==> src/rtl/baud_snoop_pkg.sv <==
package baud_snoop_pkg;

  localparam int DIV_W = 16;

  typedef enum logic [1:0] {
    SEL_TXDATA  = 2'd0,
    SEL_STATUS  = 2'd1,
    SEL_COMMAND = 2'd2,
    SEL_CONTROL = 2'd3
  } reg_sel_e;

  // reference enables per bit, for the 1.8432 MHz reference
  function automatic logic [DIV_W-1:0] rate_divisor(input logic [3:0] code);
    logic [DIV_W-1:0] d;
    case (code)
      4'd1:    d = 16'd36864;
      4'd2:    d = 16'd24576;
      4'd3:    d = 16'd16769;
      4'd4:    d = 16'd13696;
      4'd5:    d = 16'd12288;
      4'd6:    d = 16'd6144;
      4'd7:    d = 16'd3072;
      4'd8:    d = 16'd1536;
      4'd9:    d = 16'd1024;
      4'd10:   d = 16'd768;
      4'd11:   d = 16'd512;
      4'd12:   d = 16'd384;
      4'd13:   d = 16'd256;
      4'd14:   d = 16'd192;
      4'd15:   d = 16'd96;
      default: d = 16'd1;  // code 0 uses the external path
    endcase
    return d;
  endfunction

  function automatic logic [3:0] frame_bits(input logic [7:0] ctrl, input logic par_en);
    return 4'd1 + (4'd8 - {2'b00, ctrl[6:5]}) + {3'b000, par_en}
           + 4'd1 + {3'b000, ctrl[7]};
  endfunction

endpackage

==> src/rtl/snoop_regs.sv <==
module snoop_regs
  import baud_snoop_pkg::*;
(
  input  logic       clk,
  input  logic       rst,
  input  logic       bus_wr,
  input  logic [1:0] reg_sel,
  input  logic [7:0] bus_data,
  output logic [7:0] ctrl_q,
  output logic       par_en_q,
  output logic       ctrl_wr,
  output logic       tx_wr
);
  reg_sel_e sel;
  logic     cmd_wr;

  assign sel     = reg_sel_e'(reg_sel);
  assign ctrl_wr = bus_wr && (sel == SEL_CONTROL);
  assign cmd_wr  = bus_wr && (sel == SEL_COMMAND);
  assign tx_wr   = bus_wr && (sel == SEL_TXDATA);

  always_ff @(posedge clk) begin
    if (rst) begin
      ctrl_q   <= 8'h01;
      par_en_q <= 1'b0;
    end else begin
      if (ctrl_wr) ctrl_q   <= bus_data;
      if (cmd_wr)  par_en_q <= bus_data[5];
    end
  end

  // the copies move only on the two snooped registers
  a_r2_ctrl_snoop_only: assert property (@(posedge clk) disable iff (rst)
    !(bus_wr && reg_sel == 2'd3) |=> $stable(ctrl_q));
  a_r2_cmd_snoop_only: assert property (@(posedge clk) disable iff (rst)
    !(bus_wr && reg_sel == 2'd2) |=> $stable(par_en_q));

endmodule

==> src/rtl/line_lut.sv <==
module line_lut
  import baud_snoop_pkg::*;
#(
  parameter int FRAME_W = 4
) (
  input  logic [7:0]       ctrl_q,
  input  logic             par_en_q,
  output logic [DIV_W-1:0] term,
  output logic             ext_mode,
  output logic [FRAME_W-1:0] frame_len
);
  logic [DIV_W-1:0] divisor;

  always_comb begin
    divisor   = rate_divisor(ctrl_q[3:0]);
    term      = divisor - {{(DIV_W-1){1'b0}}, 1'b1};
    ext_mode  = (ctrl_q[3:0] == 4'd0);
    frame_len = FRAME_W'(frame_bits(ctrl_q, par_en_q));
  end

endmodule

==> src/rtl/rate_divider.sv <==
module rate_divider
  import baud_snoop_pkg::*;
#(
  parameter int EXT_DIV = 16
) (
  input  logic             clk,
  input  logic             rst,
  input  logic             restart,
  input  logic             ref_en,
  input  logic             ext_en,
  input  logic             ext_mode,
  input  logic [DIV_W-1:0] term,
  output logic             tick
);
  localparam int EXT_W = (EXT_DIV > 1) ? $clog2(EXT_DIV) : 1;
  localparam logic [EXT_W-1:0] EXT_LAST = EXT_W'(EXT_DIV - 1);

  logic [DIV_W-1:0] div_cnt;
  logic [EXT_W-1:0] ext_cnt;
  logic             int_hit;
  logic             ext_hit;

  assign int_hit = ref_en && (div_cnt == term);
  assign ext_hit = ext_en && (ext_cnt == EXT_LAST);
  assign tick    = ext_mode ? ext_hit : int_hit;

  always_ff @(posedge clk) begin
    if (rst || restart)  div_cnt <= '0;
    else if (ref_en)     div_cnt <= (div_cnt == term) ? '0 : div_cnt + 1'b1;
  end

  always_ff @(posedge clk) begin
    if (rst || restart)  ext_cnt <= '0;
    else if (ext_en)     ext_cnt <= (ext_cnt == EXT_LAST) ? '0 : ext_cnt + 1'b1;
  end

  // no reference enable, no progress
  a_r1_hold_without_ref: assert property (@(posedge clk) disable iff (rst)
    !ref_en && !restart |=> $stable(div_cnt));
  // a restart leaves the divider at phase zero
  a_r9_restart_phase: assert property (@(posedge clk) disable iff (rst)
    restart |=> div_cnt == '0 && ext_cnt == '0);
  // in external mode the tick needs an external enable
  a_r4_ext_needs_edge: assert property (@(posedge clk) disable iff (rst)
    ext_mode && !ext_en |-> !tick);

endmodule

==> src/rtl/frame_timer.sv <==
module frame_timer #(
  parameter int FRAME_W = 4
) (
  input  logic               clk,
  input  logic               rst,
  input  logic               start,
  input  logic [FRAME_W-1:0] frame_len,
  input  logic               tick,
  input  logic               ack,
  output logic               frame_done,
  output logic               irq
);
  localparam logic [FRAME_W-1:0] ONE = FRAME_W'(1);

  logic [FRAME_W-1:0] remaining;
  logic               last_bit;

  assign last_bit = tick && (remaining == ONE) && !start;

  always_ff @(posedge clk) begin
    if (rst) begin
      remaining  <= '0;
      frame_done <= 1'b0;
    end else begin
      frame_done <= last_bit;
      if (start)
        remaining <= frame_len;
      else if (tick && remaining != '0)
        remaining <= remaining - ONE;
    end
  end

  always_ff @(posedge clk) begin
    if (rst)           irq <= 1'b0;
    else if (last_bit) irq <= 1'b1;
    else if (ack)      irq <= 1'b0;
  end

  // the frame end is a single-cycle pulse
  a_r6_single_pulse: assert property (@(posedge clk) disable iff (rst)
    frame_done |=> !frame_done);
  // the interrupt accompanies the pulse
  a_r7_done_raises_irq: assert property (@(posedge clk) disable iff (rst)
    frame_done |-> irq);
  // without an acknowledge the interrupt stays
  a_r7_irq_sticky: assert property (@(posedge clk) disable iff (rst)
    irq && !ack |=> irq);

endmodule

==> src/rtl/baud_frame_snoop.sv <==
module baud_frame_snoop
  import baud_snoop_pkg::*;
#(
  parameter int EXT_DIV = 16,
  parameter int FRAME_W = 4
) (
  input  logic       clk,
  input  logic       rst,
  input  logic       bus_wr,
  input  logic [1:0] reg_sel,
  input  logic [7:0] bus_data,
  input  logic       ref_en,
  input  logic       ext_clk_en,
  input  logic       irq_ack,
  output logic       bit_tick,
  output logic       frame_done,
  output logic       irq
);
  logic [7:0]         ctrl_q;
  logic               par_en_q;
  logic               ctrl_wr;
  logic               tx_wr;
  logic [DIV_W-1:0]   term;
  logic               ext_mode;
  logic [FRAME_W-1:0] frame_len;

  snoop_regs u_regs (
    .clk(clk), .rst(rst), .bus_wr(bus_wr), .reg_sel(reg_sel),
    .bus_data(bus_data), .ctrl_q(ctrl_q), .par_en_q(par_en_q),
    .ctrl_wr(ctrl_wr), .tx_wr(tx_wr)
  );

  line_lut #(.FRAME_W(FRAME_W)) u_lut (
    .ctrl_q(ctrl_q), .par_en_q(par_en_q), .term(term),
    .ext_mode(ext_mode), .frame_len(frame_len)
  );

  rate_divider #(.EXT_DIV(EXT_DIV)) u_div (
    .clk(clk), .rst(rst), .restart(ctrl_wr || tx_wr), .ref_en(ref_en),
    .ext_en(ext_clk_en), .ext_mode(ext_mode), .term(term), .tick(bit_tick)
  );

  frame_timer #(.FRAME_W(FRAME_W)) u_frame (
    .clk(clk), .rst(rst), .start(tx_wr), .frame_len(frame_len),
    .tick(bit_tick), .ack(irq_ack), .frame_done(frame_done), .irq(irq)
  );

endmodule

==> config.mk <==
export PLATFORM = sky130hd
export DESIGN_NAME = baud_frame_snoop
export DESIGN_NICKNAME = d
export VERILOG_FILES = /design/src/rtl/baud_snoop_pkg.sv /design/src/rtl/snoop_regs.sv /design/src/rtl/line_lut.sv /design/src/rtl/rate_divider.sv /design/src/rtl/frame_timer.sv /design/src/rtl/baud_frame_snoop.sv
export SDC_FILE = /design/constraint.sdc
export NUM_CORES = 1
export LEC_CHECK = 0
export ABC_AREA = 1
export BUFFER_PORTS_ARGS = -buffer_cell sky130_fd_sc_hd__buf_2
export CORE_ASPECT_RATIO = 1.75
export CORE_MARGIN = 2
export CORE_UTILIZATION = 50
export DETAILED_ROUTE_END_ITERATION = 12
export GPL_TIMING_DRIVEN = 0
export MAX_ROUTING_LAYER = met4
export PLACE_DENSITY = 0.64
export SKIP_LAST_GASP = 1
export SYNTH_ARGS = -nofsm -noshare
export SYNTH_HDL_FRONTEND = slang
export SYNTH_SLANG_ARGS = --single-unit
==> constraint.sdc <==
create_clock -name clk -period 5.3 [get_ports clk]
set_input_delay 1.06 -clock clk [delete_from_list [all_inputs] [get_ports clk]]
set_output_delay 1.06 -clock clk [all_outputs]
set_load 0.02 [all_outputs]
### Yosys cells after proc, flatten, opt, wreduce, memory -nomap -nowiden

Memory sizes are Yosys's and may differ from the RTL's. A register that Yosys moved wholly into a read port is not among the register bits.
Index checks and enable logic that the tools add are counted.

* flip-flop bits (word level): 35
* latch bits: 0
* RAM bits: 0
* ROM bits: 192
* bits of input ports: 16
* output and inout bits: 3
* word-level logic and storage cells: 47
* memories kept: 1

Memories
* (name not given): depth 16, width 12, rd ports 1, clocked after memory_dff 1, write ports 0, line baud_snoop_pkg.sv:15 `case (code)`

* add/sub/neg operators: 9
* multiply operators: 0
* divide/modulo/power cells: 0
* order comparisons: 0
* equality and inequality tests: 5
* shift operators: 0
* mux-type cells: 9
* bitwise gates (word level): 0
* reductions and logical operators: 16

Operators by type and width (count)
* $mux 4: 5
* $add 16x1->16 const B: 1
* $eq 16x16->1: 1
* $mux 16: 1
* $sub 16x1->16 const B: 1
* $add 4x1->4: 2
* $add 4x1->4 const B: 2
* $logic_and 1x1->1: 8
* $add 1x4->4 const A: 1
* $eq 2x2->1 const B: 2
* $eq 4x1->1 const B: 1
* $eq 4x4->1 const B: 1
* $logic_not 4->1: 1
* $reduce_bool 2->1: 2
* $reduce_bool 4->1: 1
* $sub 4x1->4 const B: 1
* $sub 4x2->4 const A: 1
* $mux 1: 3
* $logic_not 2->1: 1
* $logic_or 1x1->1: 2
* $logic_not 1->1: 1

### Longest topological paths before layout

* depth in word-level cells: 7
* gate-level depth with buffers: 18
* depth with buffers taken out: 18

### Modules after synthesis

Synthesis repeated with hierarchy kept, for this count alone.

* cell total of the unflattened synthesis: 426
* area total of the unflattened synthesis: 2725.1 µm²

By module, submodules not included
* rate_divider: instances 1, cells each 202, area an instance 1293.7 µm², sequential area each 400.4 µm²
* line_lut: instances 1, cells each 107, area an instance 674.4 µm², sequential area each 0.0 µm²
* snoop_regs: instances 1, cells each 60, area an instance 400.4 µm², sequential area each 180.2 µm²
* frame_timer: instances 1, cells each 54, area an instance 345.3 µm², sequential area each 120.1 µm²
* baud_frame_snoop: instances 1, cells each 3, area an instance 11.3 µm², sequential area each 0.0 µm²

### Least setup slack after synthesis

OpenSTA, ideal clock, no wires.

* path kind: input-to-reg
* start: input reg_sel[1]
* end: register u_lut.divisor[7] (netlist name)
* library setup time: 0.128 ns
* data arrival time: 2.563 ns
* required time: 5.172 ns
* setup slack: 2.608 ns
* cell stages on the path: 10
* path buffers: 0
* path through: inv_1 -> nor3_4 -> clkinv_1 -> nand2_1 -> nand2_1 -> nor2_1 -> inv_1 -> ha_1 -> a22oi_1 -> o21ai_0

* longest elaborated chain between the ends: 4

RTL lines
* start: declaration: line baud_frame_snoop.sv:10 `input logic [1:0] reg_sel,`
* $eq 2x2->1: line snoop_regs.sv:18 `assign ctrl_wr = bus_wr && (sel == SEL_CONTROL);`
* $logic_and 1x1->1: line snoop_regs.sv:18
* $mux 4 (no source line) (2 in a row)

No other way between the ends.
A chain may end at the register's enable or synchronous reset.

### Final worst setup path

* start: register u_lut.divisor[0] (netlist name)
* end: output bit_tick

* longest elaborated chain between the ends: 4

RTL lines
* $sub 16x1->16: line line_lut.sv:16 `term = divisor - {{(DIV_W-1){1'b0}}, 1'b1};`
* $eq 16x16->1: line rate_divider.sv:23 `assign int_hit = ref_en && (div_cnt == term);`
* $logic_and 1x1->1: line rate_divider.sv:23
* $mux 1: line rate_divider.sv:25 `assign tick = ext_mode ? ext_hit : int_hit;`
* end: declaration: line baud_frame_snoop.sv:15 `output logic bit_tick,`

No other way between the ends.

==> results.py <==
metrics = {
    "worst_setup_path": {
        "r2r_cells": 13,
        "r2r_slack_ps": 3080,
        "criticalPathCategory": "reg -> out",
        "reg2reg_from": "u_lut.divisor[0]",
        "crit_fanout": 9,
        "cp.required_ps": 4240,
        "critPathArrivalTime_ps": 2330,
        "end_kind": "output pin",
        "crit_start": "u_lut.divisor[0]",
        "worstSetupStartpointType": "register",
        "reg2reg_to": "u_div.div_cnt[12]",
    },
    "timing": {
        "setup_tns_ps": 0,
        "whs_ps": 471,
        "skew_ps": 4.17,
        "hold_viol": 0,
        "fin_crit_ps": 3390,
        "relSlewSlack": 0.490,
        "worst_slew_pin_slew_ps": 758,
        "fmax_ghz": 0.295,
        "rsz0062_at_grt": "false",
        "setup_viol": 0,
        "post-route-period-util": 0.640,
        "slew_viol_final": 0,
    },
    "drt": {
        "drt_iter0_drc": 61,
        "routed_wirelength_microns": 5930,
        "wl_per_cell_microns": 12.6,
        "postRouteAntennaNets": 0,
        "vias_per_cell": 5.27,
        "num_vias": 2481,
        "post-route-drc-count": 0,
        "dr.pass1.iters": 4,
    },
    "cts": {
        "post_cts_resized": 0,
        "clk_latency_ps": 290,
        "ctsLongestPathBuffers": 2,
        "cts_tree": "built",
        "root_buffer": "clkbuf_8",
        "cts_setup_buffers": 0,
        "htreeDepth": 2,
        "numCtsBuffers": 5,
        "cts_sinks": 46,
        "ctsHoldBuffers": 0,
        "path_clk_slew_ps": 80,
    },
    "synth": {
        "synth-seq-cells": 46,
        "synthCells": 392,
        "synth_cell_types": 41,
        "synthTopCellsByCount": "nand2_1, nor2_1, inv_1, dfxtp_1, nand3_1",
        "syn_area_per_cell_sq_um": 6.93,
        "netlist_area_sq_mm": 0.00272,
        "synth_top_cell_area_share": 0.339,
        "synth_top_flop_cell": "dfxtp_1",
        "synth_edf_count": 0,
        "ys_warn_count": 0,
        "syn_nets": 422,
        "synth.most_common_cell": "nand2_1",
        "synth_top_area_cell": "dfxtp_1",
        "synth-seq-area-share": 0.339,
        "synthArstFlopShare": 0,
        "synth_area_leaders": "dfxtp_1, nand2_1, nor2_1",
    },
    "job": {
        "drv_cap": 0,
    },
    "floorplan": {
        "num_rows": 35,
        "io_pins": 19,
        "design.core.area_sq_mm": 0.00526,
        "initial_utilization": 0.517,
        "die_x_microns": 59.7,
        "dieArea_sq_mm": 0.00606,
        "fp.dieH_microns": 101,
    },
    "grt": {
        "grt.overflow.total": 0,
        "grt_pass1_vias": 2441,
        "track_usage": 0.228,
        "grt_pass1_wl_microns": 10300,
        "grt_antenna_before_repair": 0,
        "grt_max_degree": 13,
    },
    "pwr": {
        "p_sw_frac": 0.290,
        "seqPwrFrac": 0.526,
        "p_leak_nw": 1.33,
        "intPower_w": 0.000498,
        "comb_power_share": 0.189,
        "p_clk_frac": 0.284,
        "switching_power_w": 0.000204,
        "power.density_mw_per_mm2": 238,
        "ir_worst_vdd_v": 0.000182,
    },
    "placed_design": {
        "dp_hpwl_microns": 4860,
        "numPortBuffers": 17,
        "dp_cells": 464,
        "place_area_sq_mm": 0.00287,
        "gp_congestion": 0.851,
    },
    "cells_and_area": {
        "diodes": 0,
        "drive_above_1_share": 0.108,
        "final_area_sq_mm": 0.00295,
        "multiInputGateArea_sq_mm": 0.00156,
        "area_growth_pct": 8.48,
        "regArea_sq_um": 921,
        "layout.nets": 446,
        "fill_cells": 560,
        "stdcell_count": 471,
    },
    "min_path": {
        "worst_hold_startpoint": "u_regs.ctrl_q[7]",
        "hp-class": "reg -> reg",
        "holdPathEnd": "u_regs.ctrl_q[7]",
        "holdPathStages": 2,
    },
    "status": {
        "status": "complete, no violations",
    },
}
==> per-layer routing <==
metal,GRT usage,vias to the layer above,share of wire
li1,-,1304,-
met1,0.218,1118,0.39
met2,0.411,39,0.54
met3,0.0319,20,0.019
met4,0.138,0,0.054
met5,-,-,0
==> cells by family after synthesis <==
| kind of cell | synth area share |
|---|---|
| xor gates and xnor gates | 0.0548 |
| DFF | 0.339 |
| and+or+nand+nor | 0.363 |
| adders and majority gates | 0.0673 |
| AOI/OAI and AO/OA | 0.0806 |
| buffers and inverters | 0.0871 |
| muxes | 0.00783 |
==> power by group through the flow <==
stage / clock [W] / combinational [W] / sequential (W)
after floorplan: 0 / 0.000103 / 0.000375
after global placement: 0 / 0.000131 / 0.000377
after detailed placement: 0 / 0.000134 / 0.000378
final: 0.000200 / 0.000133 / 0.000370
after global routing: 0.000219 / 0.000157 / 0.000372
after CTS: 0.000208 / 0.000135 / 0.000370
==> cell usage in the layout, fill, tap and decap left out, drive strengths merged <==
cell type,count
nand2,91
nor2,60
inv,53
dfxtp,46
nand3,30
buf,19
o21ai,16
a21oi,15
ha,13
nor3,13
xor2,11
clkbuf,10
nand4,7
xnor2,6
or2,5
nor4,3
o22ai,2
a31oi,2
nor3b,2
and3,2
clkinv,1
a22oi,1
nand3b,1
a21boi,1
o2111ai,1
mux2,1
mux2i,1
a211oi,1
o31ai,1
fa,1
==> how the worst max path moves through the flow <==
stage,endpoint,slack [ps],cells past startpoint
after global routing,bit_tick,1720,11
after detailed placement,u_lut.divisor[8],2000,11
after floorplan,u_lut.divisor[7],2610,10
final,bit_tick,1910,11
after CTS,bit_tick,1860,11
after global placement,u_lut.divisor[8],2060,11
==> registers in the layout (all words and copies together) (netlist names) <==
signal / cells
u_div.div_cnt: 16
u_lut.divisor: 12
u_regs.ctrl_q: 7
u_div.ext_cnt: 4
u_frame.remaining: 4
u_frame.frame_done: 1
u_frame.irq: 1
u_regs.par_en_q: 1
==> final cells by class <==
type / count / area share
tap: 55 / 0.0234
timing repair buffer: 17 / 0.0289
buffer: 5 / 0.0115
sequential: 46 / 0.313
multi-input combinational: 287 / 0.529
clock buffer: 7 / 0.0259
inverter: 54 / 0.0688
==> worst max-delay path, cell delays in order, from the launching register on <==
cell      delay [ps]
dfxtp_1          390
inv_2            130
ha_1             310
or2_2            100
nand2_1           40
nor2_1           130
a21boi_0         190
nand3_1          100
nor3_1           220
nand4_1          170
nand2_1           90
buf_2            160
==> through the flow <==
stage,worst slack (ps),util,power (W)
detailed placement,2000,0.546,0.000512
CTS,1860,0.560,0.000712
global placement,2060,0.546,0.000509
floorplan,2610,-,0.000478
finish,1910,0.560,0.000702
global route,1720,0.560,0.000747
(Power assumes the default switching activity.)
